[src/rtl/segbus_pkg.sv]
package segbus_pkg;
    typedef enum logic [1:0] {
        K_FETCH = 2'd0,
        K_DATA  = 2'd1,
        K_PUSH  = 2'd2,
        K_POP   = 2'd3
    } acc_kind_e;

    typedef enum logic [1:0] {
        ST_IDLE   = 2'd0,
        ST_FIRST  = 2'd1,
        ST_SECOND = 2'd2
    } bus_st_e;

    localparam logic [2:0] SEL_CODE  = 3'd0;
    localparam logic [2:0] SEL_DATA  = 3'd1;
    localparam logic [2:0] SEL_STACK = 3'd2;
    localparam logic [2:0] SEL_IP    = 3'd3;
    localparam logic [2:0] SEL_SP    = 3'd4;
endpackage

[src/rtl/seg_addr_gen.sv]
module seg_addr_gen #(
    parameter int OFS_W     = 16,
    parameter int SEG_SHIFT = 4,
    localparam int PA_W     = OFS_W + SEG_SHIFT
) (
    input  logic [OFS_W-1:0] seg,
    input  logic [OFS_W-1:0] off,
    output logic [PA_W-1:0]  phys
);
    logic [PA_W-1:0] base;
    logic [PA_W-1:0] ext_off;

    always_comb begin
        base    = {seg, {SEG_SHIFT{1'b0}}};
        ext_off = PA_W'(off);
        phys    = base + ext_off;   // modulo 2^PA_W
    end
endmodule

[src/rtl/lane_steer.sv]
module lane_steer #(
    parameter int LANE_W  = 8,
    localparam int DATA_W = 2 * LANE_W
) (
    input  logic              start_odd,
    input  logic              word,
    input  logic              second,
    input  logic [DATA_W-1:0] wdata,
    input  logic [DATA_W-1:0] bus_rdata,
    input  logic [LANE_W-1:0] lo_hold,
    output logic [1:0]        be,
    output logic [DATA_W-1:0] bus_wdata,
    output logic [LANE_W-1:0] lo_capture,
    output logic [DATA_W-1:0] final_rdata
);
    logic [LANE_W-1:0] w_lo, w_hi, r_lo, r_hi;
    localparam logic [LANE_W-1:0] ZB = '0;

    always_comb begin
        w_lo        = wdata[LANE_W-1:0];
        w_hi        = wdata[DATA_W-1:LANE_W];
        r_lo        = bus_rdata[LANE_W-1:0];
        r_hi        = bus_rdata[DATA_W-1:LANE_W];
        lo_capture  = r_hi;
        be          = 2'b00;
        bus_wdata   = '0;
        final_rdata = '0;
        if (!word) begin
            if (start_odd) begin
                be          = 2'b10;
                bus_wdata   = {w_lo, ZB};
                final_rdata = {ZB, r_hi};
            end else begin
                be          = 2'b01;
                bus_wdata   = {ZB, w_lo};
                final_rdata = {ZB, r_lo};
            end
        end else if (!start_odd) begin
            be          = 2'b11;
            bus_wdata   = wdata;
            final_rdata = bus_rdata;
        end else if (!second) begin
            be          = 2'b10;
            bus_wdata   = {w_lo, ZB};
            final_rdata = {ZB, r_hi};
        end else begin
            be          = 2'b01;
            bus_wdata   = {ZB, w_hi};
            final_rdata = {r_lo, lo_hold};
        end
    end
endmodule

[src/rtl/segbus_unit.sv]
module segbus_unit
    import segbus_pkg::*;
#(
    parameter int OFS_W     = 16,
    parameter int SEG_SHIFT = 4,
    parameter int LANE_W    = 8,
    localparam int PA_W     = OFS_W + SEG_SHIFT,
    localparam int DATA_W   = 2 * LANE_W
) (
    input  logic              clk,
    input  logic              rst_n,
    input  logic              reg_wr_en,
    input  logic [2:0]        reg_wr_sel,
    input  logic [OFS_W-1:0]  reg_wr_val,
    input  logic              req_valid,
    output logic              req_ready,
    input  logic [1:0]        req_kind,
    input  logic              req_write,
    input  logic              req_word,
    input  logic [OFS_W-1:0]  req_ea,
    input  logic [DATA_W-1:0] req_wdata,
    output logic              resp_valid,
    output logic [DATA_W-1:0] resp_rdata,
    output logic              mem_req,
    output logic [PA_W-1:0]   mem_addr,
    output logic              mem_we,
    output logic [1:0]        mem_be,
    output logic [DATA_W-1:0] mem_wdata,
    input  logic [DATA_W-1:0] mem_rdata,
    input  logic              mem_ack
);
    localparam logic [OFS_W-1:0] STEP1 = OFS_W'(1);
    localparam logic [OFS_W-1:0] STEP2 = OFS_W'(2);

    typedef struct packed {
        bus_st_e           st;
        logic [OFS_W-1:0]  cs;
        logic [OFS_W-1:0]  ds;
        logic [OFS_W-1:0]  ss;
        logic [OFS_W-1:0]  ip;
        logic [OFS_W-1:0]  sp;
        logic [PA_W-1:0]   addr;
        logic              odd;
        logic              word;
        logic              we;
        acc_kind_e         kind;
        logic [DATA_W-1:0] wdata;
        logic [LANE_W-1:0] lo_hold;
        logic              rsp_v;
        logic [DATA_W-1:0] rsp_d;
    } state_t;

    state_t            s_d, s_q;
    acc_kind_e         kind_in;
    logic [OFS_W-1:0]  sel_seg, sel_off;
    logic [PA_W-1:0]   phys_new;
    logic [1:0]        st_be;
    logic [DATA_W-1:0] st_wdata, st_rdata;
    logic [LANE_W-1:0] st_cap;
    logic              finish;

    seg_addr_gen #(.OFS_W(OFS_W), .SEG_SHIFT(SEG_SHIFT)) u_agen (
        .seg  (sel_seg),
        .off  (sel_off),
        .phys (phys_new)
    );

    lane_steer #(.LANE_W(LANE_W)) u_lanes (
        .start_odd   (s_q.odd),
        .word        (s_q.word),
        .second      (s_q.st == ST_SECOND),
        .wdata       (s_q.wdata),
        .bus_rdata   (mem_rdata),
        .lo_hold     (s_q.lo_hold),
        .be          (st_be),
        .bus_wdata   (st_wdata),
        .lo_capture  (st_cap),
        .final_rdata (st_rdata)
    );

    // Segment / offset choice for the incoming request
    always_comb begin
        kind_in = acc_kind_e'(req_kind);
        unique case (kind_in)
            K_FETCH: begin sel_seg = s_q.cs; sel_off = s_q.ip;         end
            K_DATA:  begin sel_seg = s_q.ds; sel_off = req_ea;         end
            K_PUSH:  begin sel_seg = s_q.ss; sel_off = s_q.sp - STEP2; end
            default: begin sel_seg = s_q.ss; sel_off = s_q.sp;         end
        endcase
    end

    always_comb begin
        s_d       = s_q;
        s_d.rsp_v = 1'b0;
        finish    = 1'b0;
        unique case (s_q.st)
            ST_IDLE: begin
                if (req_valid) begin
                    s_d.st    = ST_FIRST;
                    s_d.addr  = phys_new;
                    s_d.odd   = phys_new[0];
                    s_d.word  = req_word || (kind_in == K_PUSH) || (kind_in == K_POP);
                    s_d.we    = ((kind_in == K_DATA) && req_write) || (kind_in == K_PUSH);
                    s_d.kind  = kind_in;
                    s_d.wdata = req_wdata;
                    if (kind_in == K_PUSH) s_d.sp = s_q.sp - STEP2;
                end else if (reg_wr_en) begin
                    unique case (reg_wr_sel)
                        SEL_CODE:  s_d.cs = reg_wr_val;
                        SEL_DATA:  s_d.ds = reg_wr_val;
                        SEL_STACK: s_d.ss = reg_wr_val;
                        SEL_IP:    s_d.ip = reg_wr_val;
                        SEL_SP:    s_d.sp = reg_wr_val;
                        default:   ;
                    endcase
                end
            end
            ST_FIRST: begin
                if (mem_ack) begin
                    if (s_q.word && s_q.odd) begin
                        s_d.st      = ST_SECOND;
                        s_d.addr    = s_q.addr + PA_W'(1);
                        s_d.lo_hold = st_cap;
                    end else begin
                        finish = 1'b1;
                    end
                end
            end
            default: begin
                if (mem_ack) finish = 1'b1;
            end
        endcase

        if (finish) begin
            s_d.st    = ST_IDLE;
            s_d.rsp_v = 1'b1;
            s_d.rsp_d = s_q.we ? '0 : st_rdata;
            if (s_q.kind == K_FETCH) s_d.ip = s_q.ip + (s_q.word ? STEP2 : STEP1);
            if (s_q.kind == K_POP)   s_d.sp = s_q.sp + STEP2;
        end
    end

    always_ff @(posedge clk or negedge rst_n) begin
        if (!rst_n) begin
            s_q      <= '0;
            s_q.st   <= ST_IDLE;
            s_q.kind <= K_FETCH;
        end else begin
            s_q <= s_d;
        end
    end

    always_comb begin
        req_ready  = (s_q.st == ST_IDLE);
        mem_req    = (s_q.st != ST_IDLE);
        mem_addr   = s_q.addr;
        mem_we     = s_q.we;
        mem_be     = st_be;
        mem_wdata  = st_wdata;
        resp_valid = s_q.rsp_v;
        resp_rdata = s_q.rsp_d;
    end
endmodule

[config.mk]
export PLATFORM = sky130hd
export DESIGN_NAME = segbus_unit
export DESIGN_NICKNAME = d
export VERILOG_FILES = /design/src/rtl/segbus_pkg.sv /design/src/rtl/seg_addr_gen.sv /design/src/rtl/lane_steer.sv /design/src/rtl/segbus_unit.sv
export SDC_FILE = /design/constraint.sdc
export NUM_CORES = 1
export LEC_CHECK = 0
export ABC_AREA = 0
export BUFFER_PORTS_ARGS = -buffer_cell sky130_fd_sc_hd__buf_2
export CORE_MARGIN = 4
export CORE_UTILIZATION = 58
export DETAILED_ROUTE_END_ITERATION = 6
export PLACE_DENSITY_LB_ADDON = 0.15
export SYNTH_ARGS = -nofsm -noshare
export SYNTH_HDL_FRONTEND = slang
export SYNTH_SLANG_ARGS = --single-unit
[constraint.sdc]
create_clock -name clk -period 3.9 [get_ports clk]
set_input_delay 0.195 -clock clk [delete_from_list [all_inputs] [get_ports clk]]
set_output_delay 0.195 -clock clk [all_outputs]
set_load 0.05 [all_outputs]
==> Yosys cells after proc, flatten, opt, wreduce, memory -nomap -nowiden <==
Index checks and enable logic that the tools add are counted.
{ "word_totals": {"regBits": 148, "inputBits": 76, "out_inout_bits": 58, "wordCells": 96} }
{ "op_classes": {"n_addsub": 5, "eq_ne": 16, "muxes": 40, "bitwise": 1, "n_reduce_logical": 19} }
{ "ops": {"columns": ["operator", "count"], "rows": [
  ["two-way mux 16 bit", 15],
  ["two-way mux 32 bit", 3],
  ["one-hot mux 16 bit (3 select lines)", 1],
  ["two-way mux 41 bit", 1],
  ["two-way mux 20 bit", 2],
  ["one-hot mux 20 bit (2 select lines)", 1],
  ["one-hot mux 16 bit (2 select lines)", 1],
  ["adder 20 x 1 -> 20 bit (second input constant)", 1],
  ["adder 20 x 16 -> 20 bit", 1],
  ["AND reduction 4 bit", 5],
  ["two-way mux 2 bit", 9],
  ["two-way mux 17 bit", 1],
  ["adder 16 x 2 -> 16 bit", 1],
  ["adder 16 x 2 -> 16 bit (second input constant)", 1],
  ["subtractor 16 x 2 -> 16 bit (second input constant)", 1],
  ["equality test 2 bit (second input constant)", 4],
  ["two-way mux 8 bit", 1],
  ["equality test 3 x 2 -> 1 bit (second input constant)", 2],
  ["logical NOT 2 bit", 3],
  ["!= test 2 bit (second input constant)", 3],
  ["!= test 3 bit (second input constant)", 2],
  ["equality test 2 x 1 -> 1 bit (second input constant)", 2],
  ["one-hot mux 2 bit (2 select lines)", 1],
  ["nonzero test 2 bit", 2],
  ["12 further kinds", 17]
]} }

==> Logic depth before layout (Yosys ltp) <==
{ "logic_depth": {"ltp_word": 7, "ltp_mapped": 16, "depth_no_buf": 15} }

==> By module <==
Synthesis repeated with hierarchy kept, for this count alone.
{ "hier_totals": {"hier_cells": 1133, "area_unflattened_um2": 10034.6} }
{ "modules_own_cells": {"columns": ["module", "instances", "cells_each", "area_each_um2", "seq_area_each_um2"], "rows": [
  ["segbus_unit", 1, 909, 8491.9, 3703.6],
  ["seg_addr_gen", 1, 110, 838.3, 0.0],
  ["lane_steer", 1, 114, 704.4, 0.0]
]} }

==> Worst setup path after synthesis <==
No wires, ideal clock.
{ "synth_path": {"kind": "reg-to-reg", "startpoint": "register s_q[73] in the netlist's numbering", "endpoint": "register s_q, in the netlist mem_addr[16]", "setup_ns": 0.087, "arrival_time_ns": 3.281, "required_ns": 3.813, "setup_slack_ns": 0.533, "stages_incl_launch_ff": 15, "path_buffers": 1, "period_less_slack_ns": 3.367, "cell_sequence": "dfrtp_1 -> buf_2 -> or4_4 -> nor4b_4 -> nand2_1 -> nor4_2 -> xnor2_1 -> a21oi_1 -> ha_1 -> a21oi_1 -> a21boi_0 -> a31oi_1 -> nand2_1 -> or4_1 -> o211ai_1"} }
{ "synth_via": {"elab_chain_cells": 5} }
{ "synth_rtl": {"columns": ["element", "line", "source"], "rows": [
  ["start: declaration", "segbus_unit.sv:53", "state_t s_d, s_q;"],
  ["subtractor 16 x 2 -> 16 bit", "segbus_unit.sv:87", "K_PUSH: begin sel_seg = s_q.ss; sel_off = s_q.sp - STEP2; end"],
  ["one-hot mux 16 bit (3 select lines) *", "segbus_unit.sv:84", "unique case (kind_in)"],
  ["adder 20 x 16 -> 20 bit *", "seg_addr_gen.sv:16", "phys = base + ext_off;"],
  ["two-way mux 41 bit *", "segbus_unit.sv:98", "if (req_valid) begin"],
  ["one-hot mux 20 bit (2 select lines) *", "segbus_unit.sv:96", "unique case (s_q.st)"]
]} }
Every way passes the cells marked *; elsewhere a longest branch is shown, timed or not. The select of a mux whose other input is x is not followed.
A chain may end at the register's enable or synchronous reset.

==> Worst setup path after layout <==
{ "layout_path": {"startpoint": "register s_q[72] in the netlist's numbering", "endpoint": "register s_q, in the netlist mem_addr[16]"} }
Same word-level chain as after synthesis.

==> results.txt <==
Hold endpoint: s_q[21]$_DFFE_PN0P_
Post-route insts no fill: 1,411
Cell Area, Placed: 9930 µm²
H-tree depth: 4
Core Region: 15,800 µm²
Vias in the first global route: 7,793
Die height: 135 µm
Power Density: 819 nW/µm²
Hold Crit Depth: 3
Worst r2r dst: mem_addr[16]$_DFFE_PN0P_
# clock sinks: 148
Die Area: 18,200 µm²
Type of origin of the critical path: flop
Drt wl/cell: 19.2 µm
Initial Utilization: 59.1%
1st-iter DRT viols: 949
Slew @ Worst Pin: 1.02 ns
Core Util, Final: 68.4%
R2R Setup Slk: 0.25 ns
Worst-path clk slew: 0.06 ns
Critical Path AT: 4.00 ns
Worst vdd ir: 0.393 mV
Detail Route Antenna Nets: 0
Launch point of the worst reg-to-reg path: s_q[72]$_DFF_PN0_
Slew Viols, Final: 0
Post-DP HPWL: 19.1 mm
Static leakage: 0.00492 µW
GP Congestion: 1.03
Horiz. Die Dim: 135 µm
Setup_tns: 0 ns
Max Buffers Root-to-Sink: 2
HP Class: in -> reg
Final period util: 93.6%
Max Cap Viol: 0
Crit Path Max Fanout: 9
Boundary Pins: 134
Min Tclk post-route: 3.65 ns
CTS Buf Count: 17
Number of antenna violations at the first check in global routing: 0
Share of final-layout standard cells stronger than drive strength 1: 21.2%
Vias/cell: 6.12
Mapped Area: 9360 µm²
Cells after synthesis: 1,090
Register area share after synthesis: 39.6%
Unique cell type count in the Yosys netlist: 76
Core Rows: 46
Maximum clock frequency: 274 MHz
Final wirelength: 27.2 mm
Top_reg_cell synth: dfrtp_1
Fin. Hold Viols: 0
Area grow syn2layout: 15.6%
Skew final: 0.00753 ns
Final setup viols: 0
Avg Cell Area, Syn: 8.59 µm²
Number of flops mapped to enable cells by yosys: 0
Top post-synthesis cells by area: dfrtp_1, nand2_1, mux2_2
Remaining global-route overflow: 0
Worst-skew pair later-pin latency: 0.43 ns
Vias: 8,637
RSZ-0062 raised after global routing: false
Dpl cells: 1,351
Total iterations of the first detailed-routing run: 6
Clock tree from TritonCTS: done
Cell taking the most area after synthesis: dfrtp_1
Synth top cells by count: nand2_1, dfrtp_1, nor2_1
Post-layout nets: 1,278
Synth warn: 0
Largest net degree at the start of global routing: 107
Ant. Diodes: 0
Run status: finished clean
First-pass GRT wire length: 43.1 mm
Async SR Flop Fraction: 100%
Max-slew headroom: 31.9%
Hold WS: 0.00502 ns
Min-delay src: mem_rdata[12]
IO buf count: 133
CTS root buf: clkbuf_16
# DRC: 0
Final instance area: 10,800 µm²
Setup crit end kind: flop
Flop and latch count out of synthesis: 148
Crit path required time: 4.25 ns
Reg2Reg Depth: 13
Most common cell in the netlist: nand2_1
Total GRT Usage: 30.1%
Critical path class: reg -> reg
Syn Nets: 1,186
Yosys top cell area share: 39.6%
Layout fillers: 1,309
==> where the power goes <==
part | switching (µW) | internal, µW | leakage [µW]
combinational | 2900 | 1420 | 0.00279
sequential | 677 | 2180 | 0.00183
clock | 716 | 977 | 0.000295
==> cell families after synthesis <==
logic type / Yosys count / synth area share, %
xor gates and xnor gates: 26 / 2.43
AOI/OAI and AO/OA: 286 / 19.6
DFF: 148 / 39.6
buffers and inverters: 140 / 7.18
and+or+nand+nor: 394 / 19.4
muxes: 76 / 8.94
adders and majority gates: 20 / 2.83
==> metrics by stage <==
step / worst slack [ns] / power (µW)
6_report: 0.250 / 8870
3_5_place_dp: 0.250 / 7060
4_1_cts: 0.214 / 8800
5_1_grt: 0.0131 / 9430
2_1_floorplan: 0.533 / 6200
3_3_place_gp: 0.286 / 6980
==> registers in the layout (all words and copies together), names as in the netlist <==
name and count:
resp_valid 1, mem_we 1, mem_addr 20, s_q 110
resp_rdata 16
==> placed cells by master (no fill, tap or decap), types with 14 or more instances in the layout <==
master	instances
nand2_1	177
dfrtp_1	145
buf_2	132
nor2_1	92
o21ai_0	89
a21oi_1	46
mux2_2	40
a31oi_1	35
inv_1	31
nand3_1	29
dlygate4sd3_1	26
mux2i_1	24
buf_4	21
xnor2_1	19
ha_1	18
clkbuf_16	17
nor3_1	15
nand4_1	15
nor2b_1	14
a211oi_1	14
==> area by class of cell <==
| type | instances | area, µm² | area share, % |
|---|---|---|---|
| repair buffers | 182 | 1130 | 10.4 |
| clock buffers | 18 | 439 | 4.06 |
| inverters | 31 | 116 | 1.08 |
| multi-input cells | 802 | 5000 | 46.2 |
| clock inverters | 14 | 163 | 1.50 |
| flip-flops and latches | 148 | 3710 | 34.3 |
| well taps | 216 | 270 | 2.50 |
==> repair_timing <==
action | 4_1_cts | 5_1_grt
setup endpoints to repair | 0 | 5
endpoints found under the hold margin | 130 | 0
hold buffers | 26 | 0
buffers inserted | 0 | 2
resized for setup | 0 | 7
==> worst max-delay path by stage <==
| stage | end | from | depth (start not counted) | slack (ns) |
|---|---|---|---|---|
| floorplan | mem_addr[16]$_DFFE_PN0P_ | s_q[73]$_DFF_PN0_ | 14 | 0.53 |
| global placement | mem_addr[17]$_DFFE_PN0P_ | s_q[72]$_DFF_PN0_ | 13 | 0.29 |
| detailed placement | mem_addr[17]$_DFFE_PN0P_ | s_q[67]$_DFF_PN0_ | 15 | 0.25 |
| CTS | mem_addr[17]$_DFFE_PN0P_ | s_q[67]$_DFF_PN0_ | 15 | 0.21 |
| global route | mem_addr[17]$_DFFE_PN0P_ | s_q[72]$_DFF_PN0_ | 13 | 0.01 |
| finish | mem_addr[16]$_DFFE_PN0P_ | s_q[72]$_DFF_PN0_ | 13 | 0.25 |
==> critical path, stage by stage (launching register included) <==
cell      delay, ns
dfrtp_2        0.48
or4_4          0.55
nor4b_4        0.36
nand2_2        0.14
nor4_2         0.18
xnor2_1        0.15
a21oi_1        0.09
ha_1           0.40
a21oi_1        0.13
a21boi_0       0.14
a31oi_1        0.23
nand2_1        0.10
or4_1          0.52
o211ai_1       0.10
==> layer usage <==
| metal | vias up | global-route usage, % | wire length, µm | share of wire (%) |
|---|---|---|---|---|
| met5 | - | 0 | 0 | 0 |
| met2 | 399 | 45.4 | 12300 | 45 |
| met3 | 55 | 5.70 | 2240 | 8.3 |
| met1 | 4140 | 44.2 | 11900 | 44 |
| li1 | 4043 | - | - | - |
| met4 | 0 | 9.29 | 711 | 2.6 |
No activity file was read; power rests on OpenSTA's default activity.
